--- config.mk ---
export PLATFORM = sky130hd
export DESIGN_NAME = nnl_layer
export DESIGN_NICKNAME = d
export VERILOG_FILES = /design/src/rtl/nnl_pkg.sv /design/src/rtl/nnl_ctrl.sv /design/src/rtl/nnl_neuron.sv /design/src/rtl/nnl_act.sv /design/src/rtl/nnl_layer.sv
export SDC_FILE = /design/constraint.sdc
export NUM_CORES = 1
export LEC_CHECK = 0
export BUFFER_PORTS_ARGS = -buffer_cell sky130_fd_sc_hd__buf_2
export CAP_MARGIN = 10
export CORE_MARGIN = 4
export CORE_UTILIZATION = 50
export CTS_BUF_LIST = sky130_fd_sc_hd__clkbuf_16
export CTS_CLUSTER_DIAMETER = 120
export CTS_CLUSTER_SIZE = 28
export DETAILED_ROUTE_END_ITERATION = 12
export GPL_TIMING_DRIVEN = 1
export PLACE_DENSITY = 0.65
export SLEW_MARGIN = 20
export SYNTH_ARGS = -nofsm -noshare
export SYNTH_HDL_FRONTEND = slang
export SYNTH_HIERARCHICAL = 1
export SYNTH_SLANG_ARGS = --single-unit
--- constraint.sdc ---
create_clock -name clk -period 12.3 [get_ports clk]
set_input_delay 2.46 -clock clk [delete_from_list [all_inputs] [get_ports clk]]
set_output_delay 2.46 -clock clk [all_outputs]
set_load 0.005 [all_outputs]
--- src/rtl/nnl_pkg.sv ---
package nnl_pkg;

  // Control phase of the accumulate side
  typedef enum logic {
    PH_IDLE = 1'b0,
    PH_ACC  = 1'b1
  } acc_phase_e;

  // Two's-complement magnitude, same width as the operand
  function automatic logic [31:0] mag32(input logic signed [31:0] v);
    return (v < 0) ? 32'(-v) : 32'(v);
  endfunction

endpackage

--- src/rtl/nnl_ctrl.sv ---
module nnl_ctrl #(
  parameter int N_IN  = 3,
  parameter int N_NEU = 3,
  localparam int IDXW = (N_IN  > 1) ? $clog2(N_IN)  : 1,
  localparam int SELW = (N_NEU > 1) ? $clog2(N_NEU) : 1
) (
  input  logic            clk,
  input  logic            rst,
  input  logic            start,
  input  logic            in_valid,
  output logic            acc_load,
  output logic            mac_en,
  output logic            last_take,
  output logic [IDXW-1:0] in_idx,
  output logic            acc_busy,
  output logic            drain_busy,
  output logic [SELW-1:0] drain_sel
);
  import nnl_pkg::*;

  localparam logic [IDXW-1:0] IDX_LAST = IDXW'(N_IN - 1);
  localparam logic [SELW-1:0] SEL_LAST = SELW'(N_NEU - 1);

  acc_phase_e phase;

  assign acc_busy  = (phase == PH_ACC);
  assign acc_load  = (phase == PH_IDLE) && start;
  assign mac_en    = acc_busy && in_valid;
  assign last_take = mac_en && (in_idx == IDX_LAST);

  // Accumulate side: phase and input position
  always_ff @(posedge clk) begin
    if (rst) begin
      phase  <= PH_IDLE;
      in_idx <= '0;
    end else if (acc_load) begin
      phase  <= PH_ACC;
      in_idx <= '0;
    end else if (mac_en) begin
      if (last_take) begin
        phase  <= PH_IDLE;
        in_idx <= '0;
      end else begin
        in_idx <= in_idx + 1'b1;
      end
    end
  end

  // Drain side: steps the output multiplexer once per cycle
  always_ff @(posedge clk) begin
    if (rst) begin
      drain_busy <= 1'b0;
      drain_sel  <= '0;
    end else if (last_take) begin
      drain_busy <= 1'b1;
      drain_sel  <= '0;
    end else if (drain_busy) begin
      if (drain_sel == SEL_LAST) begin
        drain_busy <= 1'b0;
        drain_sel  <= '0;
      end else begin
        drain_sel <= drain_sel + 1'b1;
      end
    end
  end

endmodule

--- src/rtl/nnl_neuron.sv ---
module nnl_neuron #(
  parameter int N_IN = 3,
  parameter int DW   = 8,
  parameter int AW   = 20,
  parameter logic [N_IN*DW-1:0] WROM = '0,
  parameter logic [AW-1:0]      BIAS = '0,
  localparam int IDXW = (N_IN > 1) ? $clog2(N_IN) : 1,
  localparam int PW   = 2 * DW
) (
  input  logic                 clk,
  input  logic                 acc_load,
  input  logic                 mac_en,
  input  logic                 last_take,
  input  logic [IDXW-1:0]      in_idx,
  input  logic signed [DW-1:0] x,
  output logic signed [AW-1:0] held_net
);

  logic signed [DW-1:0] wtab [N_IN];
  logic signed [DW-1:0] w_sel;
  logic signed [PW-1:0] prod;
  logic signed [AW-1:0] prod_ext;
  logic signed [AW-1:0] acc;
  logic signed [AW-1:0] acc_next;

  // Constant weight table, one entry per input position
  for (genvar i = 0; i < N_IN; i++) begin : g_wtab
    assign wtab[i] = WROM[i*DW +: DW];
  end

  assign w_sel    = wtab[in_idx];
  assign prod     = x * w_sel;
  assign prod_ext = {{(AW-PW){prod[PW-1]}}, prod};
  assign acc_next = acc + prod_ext;

  always_ff @(posedge clk) begin
    if (acc_load) begin
      acc <= BIAS;
    end else if (mac_en) begin
      acc <= acc_next;
    end
  end

  // Finished net value, kept while the next pattern accumulates
  always_ff @(posedge clk) begin
    if (last_take) begin
      held_net <= acc_next;
    end
  end

endmodule

--- src/rtl/nnl_act.sv ---
module nnl_act #(
  parameter int AW     = 20,
  parameter int OW     = 8,
  parameter int LOG2_L = 11,
  localparam int SH    = 2 * LOG2_L - (OW - 1),
  localparam int PRW   = 2 * LOG2_L + 2
) (
  input  logic                 clk,
  input  logic                 rst,
  input  logic                 net_valid,
  input  logic signed [AW-1:0] net,
  output logic                 y_valid,
  output logic [OW-1:0]        y
);

  localparam logic signed [AW-1:0] LIM_HI = AW'(1 << LOG2_L);
  localparam logic signed [AW-1:0] LIM_LO = -LIM_HI;
  localparam logic [PRW-1:0]       TWO_L  = PRW'(2) << LOG2_L;
  localparam logic [OW-1:0]        MID    = OW'(1) << (OW - 1);
  localparam logic [OW-1:0]        Y_MAX  = '1;

  logic                 neg;
  logic [AW-1:0]        mag_full;
  logic [PRW-1:0]       mag;
  logic [PRW-1:0]       span;
  logic [2*PRW-1:0]     prod;
  logic [OW-2:0]        q;
  logic [OW-1:0]        y_next;

  assign neg      = net[AW-1];
  assign mag_full = neg ? AW'(-net) : AW'(net);
  assign mag      = PRW'(mag_full[LOG2_L-1:0]);
  assign span     = TWO_L - mag;
  assign prod     = (2*PRW)'(mag) * (2*PRW)'(span);
  assign q        = prod[SH +: (OW-1)];

  always_comb begin
    if (net >= LIM_HI) begin
      y_next = Y_MAX;
    end else if (net <= LIM_LO) begin
      y_next = '0;
    end else if (!neg) begin
      y_next = MID + OW'(q);
    end else begin
      y_next = (MID - 1'b1) - OW'(q);
    end
  end

  always_ff @(posedge clk) begin
    if (rst) begin
      y_valid <= 1'b0;
    end else begin
      y_valid <= net_valid;
    end
  end

  always_ff @(posedge clk) begin
    if (net_valid) begin
      y <= y_next;
    end
  end

endmodule

--- src/rtl/nnl_layer.sv ---
module nnl_layer #(
  parameter int N_IN   = 3,
  parameter int N_NEU  = 3,
  parameter int DW     = 8,
  parameter int AW     = 20,
  parameter int OW     = 8,
  parameter int LOG2_L = 11,
  parameter logic [N_NEU*N_IN*DW-1:0] WEIGHTS =
    {8'hF9, 8'h05, 8'h05, 8'h14, 8'h0C, 8'hE0, 8'h04, 8'hF8, 8'h10},
  parameter logic [N_NEU*AW-1:0] BIASES =
    {20'h00000, 20'hFFFCE, 20'h00064}
) (
  input  logic          clk,
  input  logic          rst,
  input  logic          start,
  input  logic          in_valid,
  input  logic [DW-1:0] in_data,
  output logic          out_valid,
  output logic [OW-1:0] out_data
);

  localparam int IDXW = (N_IN  > 1) ? $clog2(N_IN)  : 1;
  localparam int SELW = (N_NEU > 1) ? $clog2(N_NEU) : 1;

  logic                 acc_load;
  logic                 mac_en;
  logic                 last_take;
  logic [IDXW-1:0]      in_idx;
  logic                 acc_busy;
  logic                 drain_busy;
  logic [SELW-1:0]      drain_sel;
  logic signed [AW-1:0] held [N_NEU];
  logic signed [AW-1:0] sel_net;

  nnl_ctrl #(
    .N_IN  (N_IN),
    .N_NEU (N_NEU)
  ) u_ctrl (
    .clk        (clk),
    .rst        (rst),
    .start      (start),
    .in_valid   (in_valid),
    .acc_load   (acc_load),
    .mac_en     (mac_en),
    .last_take  (last_take),
    .in_idx     (in_idx),
    .acc_busy   (acc_busy),
    .drain_busy (drain_busy),
    .drain_sel  (drain_sel)
  );

  for (genvar n = 0; n < N_NEU; n++) begin : g_neu
    nnl_neuron #(
      .N_IN (N_IN),
      .DW   (DW),
      .AW   (AW),
      .WROM (WEIGHTS[n*N_IN*DW +: N_IN*DW]),
      .BIAS (BIASES[n*AW +: AW])
    ) u_neuron (
      .clk       (clk),
      .acc_load  (acc_load),
      .mac_en    (mac_en),
      .last_take (last_take),
      .in_idx    (in_idx),
      .x         (in_data),
      .held_net  (held[n])
    );
  end

  // Output multiplexer driven by the drain counter
  assign sel_net = held[drain_sel];

  nnl_act #(
    .AW     (AW),
    .OW     (OW),
    .LOG2_L (LOG2_L)
  ) u_act (
    .clk       (clk),
    .rst       (rst),
    .net_valid (drain_busy),
    .net       (sel_net),
    .y_valid   (out_valid),
    .y         (out_data)
  );

endmodule

==> impl_metrics.py, run 1 <==
metrics = {
    "worst_setup_path": {
        "path_delay_family": "adder cells",
        "criticalPathCategory": "flop to flop",
        "path_max_fanout": 25,
        "crit_arrival_ns": 9.69,
        "worst_path_most_repeated_cell": "fa_1",
        "startpoint_type": "flop",
        "cp_num_buf_inv": 5,
        "slowest_delay_ns": 0.80,
        "r2r-start": "u_ctrl/drain_sel[0]",
        "cp.required_ns": 12.54,
        "critPathSlowestCell": "dfxtp_1",
        "crit_path_start": "u_ctrl/drain_sel[0]",
        "critPathCaptureType": "flop",
    },
    "synthesis": {
        "yosysSeqAreaShare": 0.177,
        "ys_async_sr_fraction": 0,
        "netlist_instances": 1841,
        "synth-seq-cells": 127,
        "synth_edf_count": 64,
        "yosys_warnings": 6,
        "ys_types": 93,
        "syn-cell-area_um2": 18000,
        "synthFlopType": "edfxtp_1",
        "synth_area_per_cell_um2": 9.79,
    },
    "routing": {
        "wl_um": 40800,
        "first_iter_violations": 714,
        "drc": 0,
        "drt-pass1-iter-count": 7,
        "post_drt_wl_per_cell_um": 17.6,
        "viasPerCell": 5.43,
        "via_count": 12557,
        "antenna_left": 0,
    },
    "clocking": {
        "cts_resized": 0,
        "hold_buffers": 0,
        "cts_tree": "yes",
        "htree_levels": 4,
        "clkSinkCount": 127,
        "numCtsBuffers": 17,
        "cts_setup_buffers": 0,
        "clk_pin_slew_ns": 0.06,
        "cts_root_buffer": "clkbuf_16",
        "clock_latency_ns": 0.43,
        "cts_buffer_depth": 2,
    },
    "floorplan": {
        "die_h_um": 198,
        "core_area_um2": 35600,
        "die_area_um2": 39200,
        "start_util": 0.507,
        "placementRows": 69,
        "dieWidth_um": 198,
        "io_pins": 21,
    },
    "grt": {
        "grt_pass1_vias": 12977,
        "grt_overflow": 0,
        "grt_use_total": 0.218,
        "antenna_found_initial": 1,
        "grt_pass1_wl_um": 67600,
        "grt_max_degree": 57,
    },
    "pwr": {
        "worst_ir_drop_vdd_v": 0.000177,
        "power_leakage_nw": 9.46,
        "power_density_nw_per_um2": 203,
    },
    "sta": {
        "fmax_mhz": 106,
        "finalSetupViolations": 0,
        "max_slew_margin": 0.268,
        "setup_tns_ns": 0,
        "clock_skew_ns": 0.00969,
        "tightest_slew_ns": 1.09,
        "post-route-period-util": 0.768,
        "rsz0062_at_grt": "no",
        "hold_violations": 0,
        "fin_crit_ns": 9.45,
        "final_max_slew_viol_count": 0,
    },
    "min_path": {
        "min_from": "g_neu[0].u_neuron/acc[2]",
        "hold_class": "flop to flop",
    },
    "placement": {
        "hpwl_um": 32700,
        "place_area_um2": 18500,
        "place_inst": 2281,
        "portBuffers": 20,
        "place_congestion": 0.922,
    },
    "final_layout": {
        "layout.nets": 2351,
        "fin_util": 0.538,
        "instances_no_fill": 2313,
        "stdcell_area_um2": 19100,
        "diodes": 0,
        "layout-drive-gt1-share": 0.0675,
        "syn_to_final_growth_pct": 6.21,
    },
    "run": {
        "drv_cap": 0,
    },
    "outcome": {
        "status": "finished, final reports clean",
    },
}
-- area by class of cell --
class,instances,area (um2)
Timing Repair Buffer,32,190
Fill cell,3199,16400
Tap cell,461,577
Sequential cell,127,3180
Inverter,342,1280
Multi-Input combinational cell,1319,13300
Clock buffer,17,425
Clock inverter,15,185
-- cells by family (layout without fill, tap and decap cells) --
family	after synthesis	count (layout)	synth area share
AOI/OAI and AO/OA	230	230	0.0907
xor gates and xnor gates	76	76	0.0392
adders and majority gates	500	500	0.450
buffers and inverters	401	406	0.0875
DFF	127	127	0.177
muxes	58	58	0.0322
other	5	11	0.00104
and+or+nand+nor	444	444	0.123
-- where the power goes --
group	internal [W]	total, W	switching [W]	leakage [nW]
registers	0.000620	0.000659	0.0000389	1.09
logic	0.00110	0.00270	0.00160	8.07
clock network	0.000322	0.000536	0.000214	0.295
total	0.00204	0.00389	0.00185	9.46
-- worst reg2reg max path: cells and delay by family, from the launching register on --
family | cells | cell delay (ns)
adders and majority gates | 9 | 3.80
and+or+nand+nor | 8 | 2.06
AOI/OAI and AO/OA | 8 | 1.94
DFF | 1 | 0.80
buffers and inverters | 5 | 0.64
-- per-layer routing --
metal | routed length (um) | track usage | vias up
met5 | 0 | 0 | -
met1 | 18200 | 0.295 | 6223
met2 | 20100 | 0.370 | 287
met3 | 1520 | 0.0252 | 41
met4 | 924 | 0.0650 | 0
li1 | - | - | 6006
-- metrics by stage --
stage               hold slack (ns)  worst slack [ns]  power [W]
finish                        0.485              2.85    0.00389
global route                  0.535              2.27    0.00430
CTS                           0.486              2.65    0.00392
detailed placement            0.473              2.66    0.00335
global placement              0.466              2.92    0.00330
floorplan                     0.448              3.76    0.00270
-- final timing paths --
path,to,slack (ns),cells past startpoint
worst max-delay path,u_act/y[6],2.85,30
worst min-delay path,g_neu[0].u_neuron/acc[2],0.49,2
worst max register to register,u_act/y[6],2.85,30
worst min register to register,g_neu[0].u_neuron/acc[2],0.49,2
-- placed cells by master (no fill, tap or decap), types with 33 or more instances in the layout --
master / count
a21oi_1: 61
and2_1: 35
dfxtp_1: 63
edfxtp_1: 64
fa_1: 248
ha_1: 252
inv_1: 332
mux2i_1: 58
nand2_1: 94
nand2b_1: 33
nor2_1: 150
xnor2_1: 45
-- flip-flops by register name, indices dropped and copies added, names as in the netlist --
register                 flops
g_neu.u_neuron/acc          56
g_neu.u_neuron/held_net     56
u_act/y                      8
u_act/y_valid                1
u_ctrl/acc_busy              1
u_ctrl/drain_busy            1
u_ctrl/drain_sel             2
u_ctrl/in_idx                2
-- cell usage after synthesis (4+ instances only) --
cell       instances  area share
nor3_1            15      0.0042
and2_1            35       0.012
buf_1             10      0.0021
nand4_1           15      0.0052
a211o_1           11      0.0053
or3_1              5      0.0017
a31oi_1            7      0.0024
clkbuf_1          32      0.0067
or2_2             17      0.0059
a21oi_1           61       0.017
inv_1            334       0.070
inv_2              7      0.0015
nand3_1           12      0.0033
edfxtp_1          64        0.11
o21ai_0           22      0.0061
a211oi_2           4      0.0028
xor2_1            27       0.013
nand2_1           94       0.020
a21o_1            23      0.0096
buf_4              7      0.0029
o21ai_1           10      0.0028
nor2b_1           23      0.0080
dfxtp_1           63       0.070
buf_6              4      0.0025
conb_1             5      0.0010
o2bb2ai_1         20      0.0097
a31o_2             6      0.0029
xnor2_1           45       0.022
ha_1             252        0.17
a211oi_1          11      0.0046
buf_2              5      0.0014
mux2i_1           58       0.032
o21bai_1           8      0.0033
a2111oi_0          4      0.0019
o211ai_1           4      0.0017
nand2b_1          33       0.011
fa_1             248        0.28
nor2_1           150       0.031
and3_1            10      0.0035
No activity file was read; power rests on OpenSTA's default activity.
==> run 2, diff against run 1 <==
- clock period: 12.3 -> 9.5 ns (I/O delays scaled with it)
==> run 2 against run 1 <==
  * Sequential power is 30% higher
  * Critical path type unchanged
  * Sequential share of layout area hardly changed
  * Clock skew is 0.00067 ns higher
  * Clock power is 24% higher
  * Utilization is 0.16 points higher
  * Largest power group unchanged
  * Largest cell class unchanged
==> impl_metrics.py, run 2 (same netlist as run 1, synthesis figures left out) <==
metrics = {
    "outcome": {
        "status": "finished, final reports clean",
    },
    "final_layout": {
        "layout.nets": 2358,
        "diodes": 0,
        "reg.largest.list": "g_neu.u_neuron/acc (56), g_neu.u_neuron/held_net (56), u_act/y (8)",
        "layout-drive-gt1-share": 0.0705,
        "syn_to_final_growth_pct": 6.52,
        "multi_input_area_um2": 13300,
        "seq_area_um2": 3180,
        "layout_common_cells": "inv_1, ha_1, fa_1",
        "fillers": 3221,
        "layout_commonest_cell": "inv_1",
    },
    "clocking": {
        "clk_pin_slew_ns": 0.06,
        "cts_buffer_depth": 2,
        "hold_buffers": 0,
        "cts_root_buffer": "clkbuf_16",
        "clkSinkCount": 127,
        "cts_setup_buffers": 0,
        "htree_levels": 4,
        "numCtsBuffers": 17,
        "cts_tree": "yes",
        "clock_latency_ns": 0.42,
    },
    "worst_setup_path": {
        "timing.rr.end": "u_act/y[6]",
        "reg2reg_depth": 28,
        "reg2reg_slack_ns": 0.67,
        "slowest_delay_ns": 0.77,
        "path_max_fanout": 14,
        "crit_arrival_ns": 9.06,
        "startpoint_type": "flop",
        "critPathCaptureType": "flop",
        "r2r-start": "u_ctrl/drain_sel[1]",
        "path_delay_family": "adder cells",
        "critPathSlowestCell": "o2bb2ai_1",
        "cp_num_buf_inv": 5,
        "cp.required_ns": 9.73,
        "criticalPathCategory": "flop to flop",
    },
    "sta": {
        "rsz0062_at_grt": "no",
        "post-route-period-util": 0.929,
        "setup_tns_ns": 0,
        "finalSetupViolations": 0,
        "fin_crit_ns": 8.83,
        "tightest_slew_ns": 0.937,
        "final_max_slew_viol_count": 0,
        "clock_skew_ns": 0.0104,
        "hold_violations": 0,
        "fmax_mhz": 113,
        "max_slew_margin": 0.375,
    },
    "floorplan": {
        "core_area_um2": 35600,
        "io_pins": 21,
        "dieWidth_um": 198,
        "die_area_um2": 39200,
        "start_util": 0.507,
        "placementRows": 69,
        "die_h_um": 198,
    },
    "min_path": {
        "hold_class": "flop to flop",
        "whs_path_depth": 2,
        "min_to": "g_neu[0].u_neuron/acc[2]",
        "min_from": "g_neu[0].u_neuron/acc[2]",
    },
    "grt": {
        "grt_use_total": 0.222,
        "grt.busiest_layer": "met2",
        "grt_overflow": 0,
        "grt_pass1_vias": 13272,
        "met2_usage": 0.378,
        "met1_usage": 0.296,
        "grt_use_met3": 0.0284,
        "grt_max_degree": 57,
        "antenna_found_initial": 0,
        "grt_pass1_wl_um": 69300,
    },
    "pwr": {
        "power_leakage_nw": 9.50,
        "worst_ir_drop_vdd_v": 0.000239,
        "finalPower_w": 0.00500,
        "power_density_nw_per_um2": 261,
    },
    "routing": {
        "wl_um": 41100,
        "via_count": 12607,
        "antenna_left": 0,
        "viasPerCell": 5.43,
        "post_drt_wl_per_cell_um": 17.7,
        "drc": 0,
        "first_iter_violations": 733,
        "drt-pass1-iter-count": 5,
    },
    "placement": {
        "hpwl_um": 33300,
        "place_congestion": 0.907,
        "portBuffers": 20,
    },
    "run": {
        "drv_cap": 0,
    },
}
-- run 2: power breakdown --
group	switching, W	internal, W
logic	0.00206	0.00142
clock network	0.000260	0.000406
registers	0.0000514	0.000802
total	0.00238	0.00263
-- run 2: worst max path at each step --
stage | start | to | slack [ns] | cells past startpoint
after floorplan | u_ctrl/drain_sel[1] | u_act/y[6] | 0.96 | 34
after global placement | u_ctrl/drain_sel[1] | u_act/y[6] | 0.78 | 28
after detailed placement | u_ctrl/drain_sel[1] | u_act/y[6] | 0.51 | 28
after CTS | u_ctrl/drain_sel[1] | u_act/y[6] | 0.53 | 28
after global routing | u_ctrl/drain_sel[1] | u_act/y[6] | 0.08 | 28
final | u_ctrl/drain_sel[1] | u_act/y[6] | 0.67 | 28
-- run 2: layer usage --
layer	part of all wire	vias to the layer above
li1	-	6016
met1	0.44	6279
met2	0.49	256
met3	0.037	56
met4	0.030	0
met5	0	-
-- run 2: area by class of cell --
type                            count  share of cell area
Multi-Input combinational cell   1319               0.693
Sequential cell                   127               0.166
Inverter                          342              0.0668
Tap cell                          461              0.0300
Clock buffer                       20              0.0261
Timing Repair Buffer               39              0.0126
Clock inverter                     12             0.00541
-- run 2: what timing repair did --
| action | 4_1_cts | 5_1_grt |
|---|---|---|
| endpoints found under the hold margin | 0 | 0 |
| endpoints found under the setup margin | 0 | 1 |
| resized for setup | 0 | 1 |
-- run 2: worst min-delay path, stage by stage (launching register included) --
cell     delay, ns
dfxtp_1       0.33
mux2i_1       0.07
nand2_1       0.06
-- run 2: metrics by stage --
stage / cells / worst slack, ns / hold WS [ns] / instance area, um2 / util
5_1_grt: 2320 / 0.0792 / 0.520 / 19200 / 0.540
4_1_cts: 2320 / 0.530 / 0.491 / 19200 / 0.540
6_report: 2320 / 0.673 / 0.490 / 19200 / 0.540
3_3_place_gp: 2288 / 0.780 / 0.468 / 18600 / 0.522
2_1_floorplan: 1847 / 0.960 / 0.448 / 18000 / -
3_5_place_dp: 2288 / 0.514 / 0.479 / 18600 / 0.523
